[src/rtl/pio_pkg.sv]
package pio_pkg;
    localparam logic [15:0] OUT_PORT_ADDR = 16'hFFFE;
    localparam logic [15:0] IN_PORT_ADDR  = 16'hFFFF;
    localparam logic [15:0] CSR_PORT_ADDR = 16'hFFF7;

    localparam int SB_BUSY = 0;
    localparam int SB_RXV  = 1;
    localparam int SB_FULL = 2;
    localparam int SB_ERR  = 3;
    localparam int SB_IE   = 4;

    typedef enum logic {RX_IDLE, RX_FETCH} rx_state_t;
    typedef enum logic {TX_IDLE, TX_OFFER} tx_state_t;
endpackage

[src/rtl/pio_txfifo.sv]
module pio_txfifo #(
    parameter int DW    = 8,
    parameter int DEPTH = 4
) (
    input  logic          clk,
    input  logic          rst_n,
    input  logic          push,
    input  logic [DW-1:0] din,
    input  logic          pop,
    output logic [DW-1:0] dout,
    output logic          empty,
    output logic          full
);
    localparam int PW = (DEPTH > 1) ? $clog2(DEPTH) : 1;
    localparam int CW = $clog2(DEPTH + 1);
    localparam logic [PW-1:0] LAST = PW'(DEPTH - 1);
    localparam logic [CW-1:0] FULL_CNT = CW'(DEPTH);

    logic [DW-1:0] mem [DEPTH];
    logic [PW-1:0] wr_ptr, rd_ptr;
    logic [CW-1:0] count;
    logic          do_push, do_pop;

    assign empty   = (count == '0);
    assign full    = (count == FULL_CNT);
    assign do_push = push && !full;
    assign do_pop  = pop && !empty;
    assign dout    = mem[rd_ptr];

    always_ff @(posedge clk) begin
        if (!rst_n) begin
            wr_ptr <= '0;
            rd_ptr <= '0;
            count  <= '0;
        end else begin
            if (do_push) begin
                mem[wr_ptr] <= din;
                wr_ptr <= (wr_ptr == LAST) ? '0 : wr_ptr + 1'b1;
            end
            if (do_pop)
                rd_ptr <= (rd_ptr == LAST) ? '0 : rd_ptr + 1'b1;
            if (do_push && !do_pop)
                count <= count + 1'b1;
            else if (do_pop && !do_push)
                count <= count - 1'b1;
        end
    end

    // a push into a full queue with no pop leaves it full and unchanged
    assert_full_holds_R8: assert property (@(posedge clk) disable iff (!rst_n)
        (full && push && !pop) |=> full);
endmodule

[src/rtl/pio_tx_drain.sv]
module pio_tx_drain
    import pio_pkg::*;
#(
    parameter int DW = 8
) (
    input  logic          clk,
    input  logic          rst_n,
    input  logic          q_empty,
    input  logic [DW-1:0] q_dout,
    output logic          q_pop,
    output logic [DW-1:0] dev_tx_data,
    output logic          dev_tx_valid,
    input  logic          dev_tx_ready
);
    tx_state_t     state, state_n;
    logic          load;
    logic [DW-1:0] hold_q;

    always_comb begin
        state_n = state;
        load    = 1'b0;
        unique case (state)
            TX_IDLE: begin
                if (!q_empty) begin
                    load    = 1'b1;
                    state_n = TX_OFFER;
                end
            end
            TX_OFFER: begin
                if (dev_tx_ready) begin
                    if (!q_empty) load = 1'b1;
                    else          state_n = TX_IDLE;
                end
            end
        endcase
    end

    always_ff @(posedge clk) begin
        if (!rst_n) begin
            state  <= TX_IDLE;
            hold_q <= '0;
        end else begin
            state <= state_n;
            if (load) hold_q <= q_dout;
        end
    end

    always_comb begin
        q_pop        = load;
        dev_tx_valid = (state == TX_OFFER);
        dev_tx_data  = hold_q;
    end

    // an offered byte stays offered and unchanged until accepted
    assert_hold_stalled_R7: assert property (@(posedge clk) disable iff (!rst_n)
        (dev_tx_valid && !dev_tx_ready) |=> (dev_tx_valid && $stable(dev_tx_data)));
endmodule

[src/rtl/pio_rx_fetch.sv]
module pio_rx_fetch
    import pio_pkg::*;
#(
    parameter int DW = 8
) (
    input  logic          clk,
    input  logic          rst_n,
    input  logic          fetch_cmd,
    input  logic          dev_rx_valid,
    input  logic [DW-1:0] dev_rx_data,
    output logic          dev_rx_req,
    output logic          busy,
    output logic          cap,
    output logic [DW-1:0] cap_data
);
    rx_state_t state, state_n;

    always_comb begin
        state_n = state;
        unique case (state)
            RX_IDLE:  if (fetch_cmd)    state_n = RX_FETCH;
            RX_FETCH: if (dev_rx_valid) state_n = RX_IDLE;
        endcase
    end

    always_ff @(posedge clk) begin
        if (!rst_n) state <= RX_IDLE;
        else        state <= state_n;
    end

    always_comb begin
        busy       = (state == RX_FETCH);
        dev_rx_req = busy;
        cap        = busy && dev_rx_valid;
        cap_data   = dev_rx_data;
    end

    // a fetch command while idle makes the block busy on the next edge
    assert_cmd_starts_R4: assert property (@(posedge clk) disable iff (!rst_n)
        (fetch_cmd && !busy) |=> busy);
    // a byte presented while busy ends the fetch
    assert_capture_ends_R5: assert property (@(posedge clk) disable iff (!rst_n)
        (busy && dev_rx_valid) |=> !busy);
endmodule

[src/rtl/pio_bridge.sv]
module pio_bridge
    import pio_pkg::*;
#(
    parameter int          DW       = 8,
    parameter int          AW       = 16,
    parameter int          DEPTH    = 4,
    parameter logic [AW-1:0] OUT_ADDR = AW'(OUT_PORT_ADDR),
    parameter logic [AW-1:0] IN_ADDR  = AW'(IN_PORT_ADDR),
    parameter logic [AW-1:0] CSR_ADDR = AW'(CSR_PORT_ADDR)
) (
    input  logic          clk,
    input  logic          rst_n,
    input  logic [AW-1:0] bus_addr,
    input  logic          bus_wr,
    input  logic          bus_rd,
    input  logic [DW-1:0] bus_wdata,
    output logic [DW-1:0] bus_rdata,
    output logic          irq,
    input  logic          irq_ack,
    output logic [DW-1:0] dev_tx_data,
    output logic          dev_tx_valid,
    input  logic          dev_tx_ready,
    output logic          dev_rx_req,
    input  logic          dev_rx_valid,
    input  logic [DW-1:0] dev_rx_data,
    input  logic          dev_fault
);
    logic          hit_out, hit_in, hit_csr;
    logic          wr_out, fetch_cmd, wr_csr;
    logic          q_empty, q_full, q_pop;
    logic [DW-1:0] q_dout;
    logic          busy, cap;
    logic [DW-1:0] cap_data;
    logic          ie_q, err_q, rxv_q, irq_q;
    logic [DW-1:0] rxbuf_q, status, rd_mux;
    logic          drop, irq_ev;

    assign hit_out   = (bus_addr == OUT_ADDR);
    assign hit_in    = (bus_addr == IN_ADDR);
    assign hit_csr   = (bus_addr == CSR_ADDR);
    assign wr_out    = bus_wr && hit_out;
    assign fetch_cmd = bus_wr && hit_in;
    assign wr_csr    = bus_wr && hit_csr;
    assign drop      = wr_out && q_full;
    assign irq_ev    = ie_q && (cap || dev_fault);

    pio_txfifo #(.DW(DW), .DEPTH(DEPTH)) u_fifo (
        .clk(clk), .rst_n(rst_n), .push(wr_out), .din(bus_wdata),
        .pop(q_pop), .dout(q_dout), .empty(q_empty), .full(q_full)
    );

    pio_tx_drain #(.DW(DW)) u_drain (
        .clk(clk), .rst_n(rst_n), .q_empty(q_empty), .q_dout(q_dout),
        .q_pop(q_pop), .dev_tx_data(dev_tx_data), .dev_tx_valid(dev_tx_valid),
        .dev_tx_ready(dev_tx_ready)
    );

    pio_rx_fetch #(.DW(DW)) u_fetch (
        .clk(clk), .rst_n(rst_n), .fetch_cmd(fetch_cmd),
        .dev_rx_valid(dev_rx_valid), .dev_rx_data(dev_rx_data),
        .dev_rx_req(dev_rx_req), .busy(busy), .cap(cap), .cap_data(cap_data)
    );

    always_comb begin
        status          = '0;
        status[SB_BUSY] = busy;
        status[SB_RXV]  = rxv_q;
        status[SB_FULL] = q_full;
        status[SB_ERR]  = err_q;
        status[SB_IE]   = ie_q;
        if (hit_csr)     rd_mux = status;
        else if (hit_in) rd_mux = rxbuf_q;
        else             rd_mux = '0;
    end

    always_ff @(posedge clk) begin
        if (!rst_n) begin
            ie_q      <= 1'b0;
            err_q     <= 1'b0;
            rxv_q     <= 1'b0;
            irq_q     <= 1'b0;
            rxbuf_q   <= '0;
            bus_rdata <= '0;
        end else begin
            if (wr_csr) ie_q <= bus_wdata[SB_IE];
            if (drop || dev_fault)             err_q <= 1'b1;
            else if (wr_csr && bus_wdata[SB_ERR]) err_q <= 1'b0;
            if (cap) begin
                rxv_q   <= 1'b1;
                rxbuf_q <= cap_data;
            end else if (bus_rd && hit_in) begin
                rxv_q <= 1'b0;
            end
            if (irq_ev)       irq_q <= 1'b1;
            else if (irq_ack) irq_q <= 1'b0;
            if (bus_rd) bus_rdata <= rd_mux;
        end
    end

    assign irq = irq_q;

    // a write dropped on a full queue leaves the error flag set
    assert_drop_sets_err_R8: assert property (@(posedge clk) disable iff (!rst_n)
        (wr_out && q_full) |=> err_q);
    // a request stays up until acknowledged
    assert_irq_hold_R6: assert property (@(posedge clk) disable iff (!rst_n)
        (irq && !irq_ack) |=> irq);
    // an acknowledge with no new event drops the request
    assert_ack_drop_R6: assert property (@(posedge clk) disable iff (!rst_n)
        (irq_ack && !(ie_q && (cap || dev_fault))) |=> !irq);
    // read data change only after a read strobe
    assert_rdata_held_R10: assert property (@(posedge clk) disable iff (!rst_n)
        !bus_rd |=> $stable(bus_rdata));
endmodule

[config.mk]
export PLATFORM = sky130hd
export DESIGN_NAME = pio_bridge
export DESIGN_NICKNAME = d
export VERILOG_FILES = /design/src/rtl/pio_pkg.sv /design/src/rtl/pio_txfifo.sv /design/src/rtl/pio_tx_drain.sv /design/src/rtl/pio_rx_fetch.sv /design/src/rtl/pio_bridge.sv
export SDC_FILE = /design/constraint.sdc
export NUM_CORES = 1
export LEC_CHECK = 0
export BUFFER_PORTS_ARGS = -buffer_cell sky130_fd_sc_hd__buf_4
export CORE_MARGIN = 2
export CORE_UTILIZATION = 53
export CTS_CLUSTER_DIAMETER = 40
export DETAILED_ROUTE_END_ITERATION = 7
export PLACE_DENSITY_LB_ADDON = 0.25
export SLEW_MARGIN = 30
export SYNTH_ARGS = -nofsm -noshare
export SYNTH_HDL_FRONTEND = slang
export SYNTH_SLANG_ARGS = --single-unit
export TNS_END_PERCENT = 10
[constraint.sdc]
create_clock -name clk -period 2.9 [get_ports clk]
set_input_delay 0.29 -clock clk [delete_from_list [all_inputs] [get_ports clk]]
set_output_delay 0.29 -clock clk [all_outputs]
set_load 0.005 [all_outputs]
=== Word level (Yosys, flattened, before mapping) ===
Memories as Yosys holds them, arrays and structs flattened. A register that Yosys moved wholly into a read port is not among the register bits.
Index checks and enable logic that the tools add are counted.

* Bits in latches: 0
* RAM bits: 32
* Bits in read-only memories: 0
* Memories: 1
* Register bits after elaboration: 29

{| class="wikitable"
|+ Memory list
! name !! depth !! width !! read ports !! clocked after memory_dff !! write ports !! line !! text
|-
| u_fifo.mem || 4 || 8 || 1 || 1 || 1 || pio_txfifo.sv:19 || <nowiki>logic [DW-1:0] mem [DEPTH];</nowiki>
|}

* Shift-type cells: 0
* Add/subtract/negate cells: 4
* Order comparisons: 0
* Equality and inequality tests: 6
* $mul: 0
* Bitwise logic cells: 2
* Reductions and logical operators: 24
* Div/mod/pow operators: 0
* Muxes and demuxes: 23

{| class="wikitable"
|+ Operator list
! cell !! number
|-
| == test 16 bit, second input constant || 3
|-
| 2-to-1 mux 8 bit || 2
|-
| 2-to-1 mux 1 bit || 14
|-
| logical AND 1 bit || 12
|-
| nonzero test 2 bit || 4
|-
| 2-to-1 mux 3 bit || 2
|-
| case mux 1 bit (2 select lines) || 3
|-
| zero test 1 bit || 5
|-
| adder 2 x 1 -> 2 bit, second input constant || 2
|-
| == test 2 bit, second input constant || 2
|-
| 2-to-1 mux 2 bit || 2
|-
| adder 3 x 1 -> 3 bit, second input constant || 1
|-
| == test 3 bit, second input constant || 1
|-
| zero test 3 bit || 1
|-
| subtractor 3 x 1 -> 3 bit, second input constant || 1
|-
| logical OR 1 bit || 2
|-
| inverter 1 bit || 2
|}

=== Longest topological paths before layout ===
* Depth in word-level cells: 8
* Gate-level depth with buffers: 10
* Depth with buffers taken out: 9

=== By module ===
From an unflattened synthesis, not the netlist that was laid out.

* Cell total of the unflattened synthesis: 241
* Area total of the unflattened synthesis: 3011.6 sq um

{| class="wikitable"
|+ Modules (own cells, without submodules)
! module !! instances !! area an instance (sq um) !! cells each !! seq. area each (sq um)
|-
| pio_txfifo || 1 || 1630.3 || 93 || 1141.1
|-
| pio_bridge || 1 || 878.3 || 95 || 400.4
|-
| pio_tx_drain || 1 || 376.6 || 39 || 180.2
|-
| pio_rx_fetch || 1 || 126.4 || 14 || 20.0
|}

=== Worst setup path before layout ===
Ideal clock, no wire load.

* Kind: input port to flip-flop
* Start: input port bus_addr[7]
* End: register u_fifo.count[2]
* Stages on the path: 9
* Path slack: 0.473 ns
* Data arrival time: 2.357 ns
* Setup time: 0.070 ns
* Path through: nand4_1 -> or4_4 -> nor2_1 -> ha_1 -> inv_1 -> fa_1 -> xor2_1 -> or3_1 -> a21oi_1

* Cells in the longest elaborated chain, start to end: 6

{| class="wikitable"
|+ RTL lines
! what !! line !! text
|-
| start: declaration || pio_bridge.sv:13 || <nowiki>input logic [AW-1:0] bus_addr,</nowiki>
|-
| == test 16 bit (*) || pio_bridge.sv:38 || <nowiki>assign hit_out = (bus_addr == OUT_ADDR);</nowiki>
|-
| logical AND 1 bit (*) || pio_bridge.sv:41 || <nowiki>assign wr_out = bus_wr && hit_out;</nowiki>
|-
| logical AND 1 bit (*) || pio_txfifo.sv:26 || <nowiki>assign do_push = push && !full;</nowiki>
|-
| named net u_fifo.do_push || pio_txfifo.sv:22 || <nowiki>logic do_push, do_pop;</nowiki>
|-
| zero test 1 bit || pio_txfifo.sv:44 || <nowiki>else if (do_pop && !do_push)</nowiki>
|-
| logical AND 1 bit || pio_txfifo.sv:44 ||
|-
| nonzero test 2 bit (no source line) || - ||
|-
| end signal: assignment || pio_txfifo.sv:43 || <nowiki>count <= count + 1'b1;</nowiki>
|-
| end signal: assignment || pio_txfifo.sv:45 || <nowiki>count <= count - 1'b1;</nowiki>
|-
| end: declaration || pio_txfifo.sv:21 || <nowiki>logic [CW-1:0] count;</nowiki>
|}

Mark *: on every way through the listed nets, which the timed path passes. The rest lies on a longest branch.
A chain may end at the register's enable or synchronous reset.

=== Worst setup path after layout ===
* Start: register u_fifo.count[0]
* End: register u_fifo.count[2]

{| class="wikitable"
|+ RTL lines
! what !! line !! text
|-
| == test 3 bit (*) || pio_txfifo.sv:25 || <nowiki>assign full = (count == FULL_CNT);</nowiki>
|-
| zero test 1 bit (*) || pio_txfifo.sv:26 ||
|-
| logical AND 1 bit (*) || pio_txfifo.sv:26 ||
|-
| named net u_fifo.do_push || pio_txfifo.sv:22 ||
|-
| zero test 1 bit || pio_txfifo.sv:44 ||
|-
| logical AND 1 bit || pio_txfifo.sv:44 ||
|-
| nonzero test 2 bit (no source line) || - ||
|}

Mark *: on every way through the listed nets, which the timed path passes. The rest lies on a longest branch. The select of a mux whose other input is x is not followed.

==> results by group <==
Drt
  • Final wirelength: 5.201 mm
  • Mean routed wirelength per cell: about 14 microns
  • DRC violations left: 0
  • Via/cell ratio: 5.297
  • Via count: ~2000
  • DRT iter0 DRCs: between 90 and 100
  • TritonRoute pass-1 iters: 4
  • Antenna violation net count after detailed routing: 0

Setup path
  • Worst path slowest cell: dfxtp_1
  • Crit path cell chain: nor3b_1 -> or2_2 -> nor2_1 -> ha_1 -> inv_1 -> fa_1 -> xor2_1 -> or3_1 -> a21oi_1
  • Worst setup path class: flop to flop
  • Crit-path max FO: 5
  • Crit path DAT: approximately 2700 ps
  • Data required time of the worst path: around 3200 ps
  • CP max stage delay: 430 ps
  • CP endpoint kind: flop
  • Crit path launch type: flop
  • R2R Setup Slk: 480 ps

Floorplan
  • CORE AREA: approximately 5100 sq um
  • Die ar.: roughly 5800 sq um
  • I/O pin cnt: just under 60
  • Die H: 76.07 microns
  • Die Wd: roughly 76 microns
  • Cell row count: 26
  • Starting Density: 0.5424

Status
  • Status: complete, no violations

Power
  • Total power: 2.365 mW
  • PD cells: roughly 690 nW/um^2
  • Leak: approximately 1.3 nW
  • Worst ir drop on vdd: 0.3669 mV

Cells and area
  • Area growth, synth to finish: 24.91%
  • Most frequent cells in the layout: 62 x buf_4, 45 x nand2_1, 37 x dfxtp_1, 32 x edfxtp_1, 30 x a21oi_1
  • ANT cells: 0
  • Share of cells above drive strength 1: 0.2899
  • Area of the multi-input gates: 982.2 sq um
  • Fill cell count: around 430
  • FF+latch area: between 1500 and 2000 sq um
  • Commonest non-fill, non-tap cell in the layout: buf_4
  • Layout Nets: 349

Clocking
  • H-tree depth: 3
  • Hold Buf Count CTS: 0
  • Cts repair resizes: 0
  • Max Buffers Root-to-Sink: 2
  • Worst-skew pair later-pin latency: approximately 340 ps
  • CTS tree: done
  • Clock transition at the registers of the reported paths: around 80 ps
  • CTS Root Cell: clkbuf_8
  • Post-CTS Setup Repair Bufs: 0
  • Clk sink count: 69
  • Cts bufs inserted: 9

GRT
  • Pin count of the biggest net entering global routing: 31
  • Initial antenna violation count: 0
  • GRT Util Overall: 0.1884
  • GRT Residual Overflow: 0
  • Vias in the first global route: around 1900
  • First-pass GRT wire length: between 8 and 9 mm

Timing
  • Setup WS post-layout: roughly 480 ps
  • Max Slew Vio Count: 0
  • Relative slew margins: 0.4185
  • Post-Route Setup TNS: 0 ps
  • Max Clk Rate: about 410 MHz
  • Final Skew: about 11 ps
  • Final hold vios: 0
  • Fin crit share: 0.8355
  • Tightest Pin Transition: 864.2 ps
  • Endpoints failing setup: 0
  • RSZ-0062 raised after global routing: no
  • Min cycle time layout: approximately 2400 ps

Synth
  • Gate Count Post-Synth: between 200 and 250
  • Number of distinct library cells after synthesis: 36
  • Yosys warning total: 0
  • Sequential share of the synthesized area: 0.6182
  • Top cells by area, synth: edfxtp_1 35%, dfxtp_1 27%, mux4_2 6.5%, nand2_1 6.1%, a21oi_1 5.5%
  • Syn Area/Cell: 11.57 sq um
  • Synth Register Bits: between 60 and 70
  • Area of the mapped netlist: 2753 sq um
  • Cell type with the largest total area after synthesis: edfxtp_1
  • Net Count, Synth: roughly 290
  • Top cell type's share of synthesized area: 0.3491

Placement
  • Placer congestion estimate: between 0.7 and 0.8
  • Post-DP HPWL: ~3.6 mm
  • IO Port Bufs: 58
  • Pre-CTS WS: 215.7 ps

Run
  • Max-cap viol count: 0

Min path
  • Hold crit path type: input pin to flop
[synthesized netlist by cell type]
master	n
ha_1	6
edfxtp_1	32
buf_1	1
inv_1	9
and2_1	1
nor2_1	5
dfxtp_1	37
a22oi_1	1
mux2i_1	1
xor2_1	2
o31a_1	1
mux4_2	8
nor3b_1	1
or2_2	1
clkbuf_1	7
nor4_2	1
a21oi_1	30
nor4_1	2
nand4_1	3
nand3_1	6
nand4_2	1
or3_1	2
nand2b_1	5
o21ai_0	10
o21a_1	1
nor3_1	2
a31oi_1	5
a21boi_0	1
fa_1	1
or4_4	1
nand4b_1	2
nand3b_1	1
buf_2	1
or4_1	1
nand2_1	45
and3_1	4
[worst max-delay path: cells and delay by family (launching register included)]
family | cells | cell delay, ps
xor gates and xnor gates | 1 | 150
DFF | 1 | 430
AOI/OAI and AO/OA | 1 | 140
and+or+nand+nor | 4 | 950
buffers and inverters | 1 | 60
adders and majority gates | 2 | 600
[worst paths after layout]
| check | cells past startpoint | end | startpoint |
|---|---|---|---|
| hold reg to reg | 2 | u_drain.dev_tx_data[6] | u_drain.dev_tx_data[6] |
| hold / removal | 1 | u_fifo.mem[1][2] | bus_wdata[2] |
| setup / recovery | 9 | u_fifo.count[2] | u_fifo.count[0] |
| setup reg to reg | 9 | u_fifo.count[2] | u_fifo.count[0] |
[metrics by stage]
step,hold WS [ps],cells,utilization,cell area [sq um]
floorplan,388.9,238,-,2753
global placement,442.5,361,0.6445,3271
detailed placement,447.6,361,0.6445,3271
CTS,135.0,377,0.6775,3438
global route,143.9,377,0.6775,3438
finish,143.7,377,0.6775,3438
[cell families (layout without fill, tap and decap cells)]
group | after synthesis | after routing | synth area share
compound gates | 49 | 49 | 0.09546
xor+xnor | 2 | 2 | 0.006365
buf+inv | 18 | 87 | 0.02500
fa+ha+maj | 7 | 7 | 0.03455
mux | 9 | 9 | 0.06909
simple gates | 84 | 84 | 0.1514
flops | 69 | 69 | 0.6182
[state kept, by name, indices dropped and copies added, names as in the netlist, 2 cells and up]
register	count
u_fifo.mem	32
u_drain.dev_tx_data	8
rxbuf_q	8
u_fifo.count	3
bus_rdata	8
u_fifo.wr_ptr	2
u_fifo.rd_ptr	2
[report_power, final]
| group | switching [mW] | internal, mW | total [mW] |
|---|---|---|---|
| Sequential | 0.0945 | 1.10 | 1.20 |
| Clock | 0.358 | 0.308 | 0.666 |
| Combinational | 0.219 | 0.284 | 0.503 |
[area by class of cell]
| class | instances | area share |
|---|---|---|
| flip-flops and latches | 69 | 0.4949 |
| multi-input cells | 151 | 0.2857 |
| repair buffers | 62 | 0.1354 |
| clock buffers | 10 | 0.03712 |
| well taps | 70 | 0.02547 |
| clock inverters | 6 | 0.01164 |
| inverters | 9 | 0.009825 |
[metal layers]
metal,wire length (microns),track usage,vias to the layer above
met5,0,0,-
met4,97,0.1091,0
met3,244,0.03436,9
met2,2638,0.3196,53
met1,2221,0.2264,946
li1,-,-,989
Note: power is estimated with default switching activity, not from simulation.
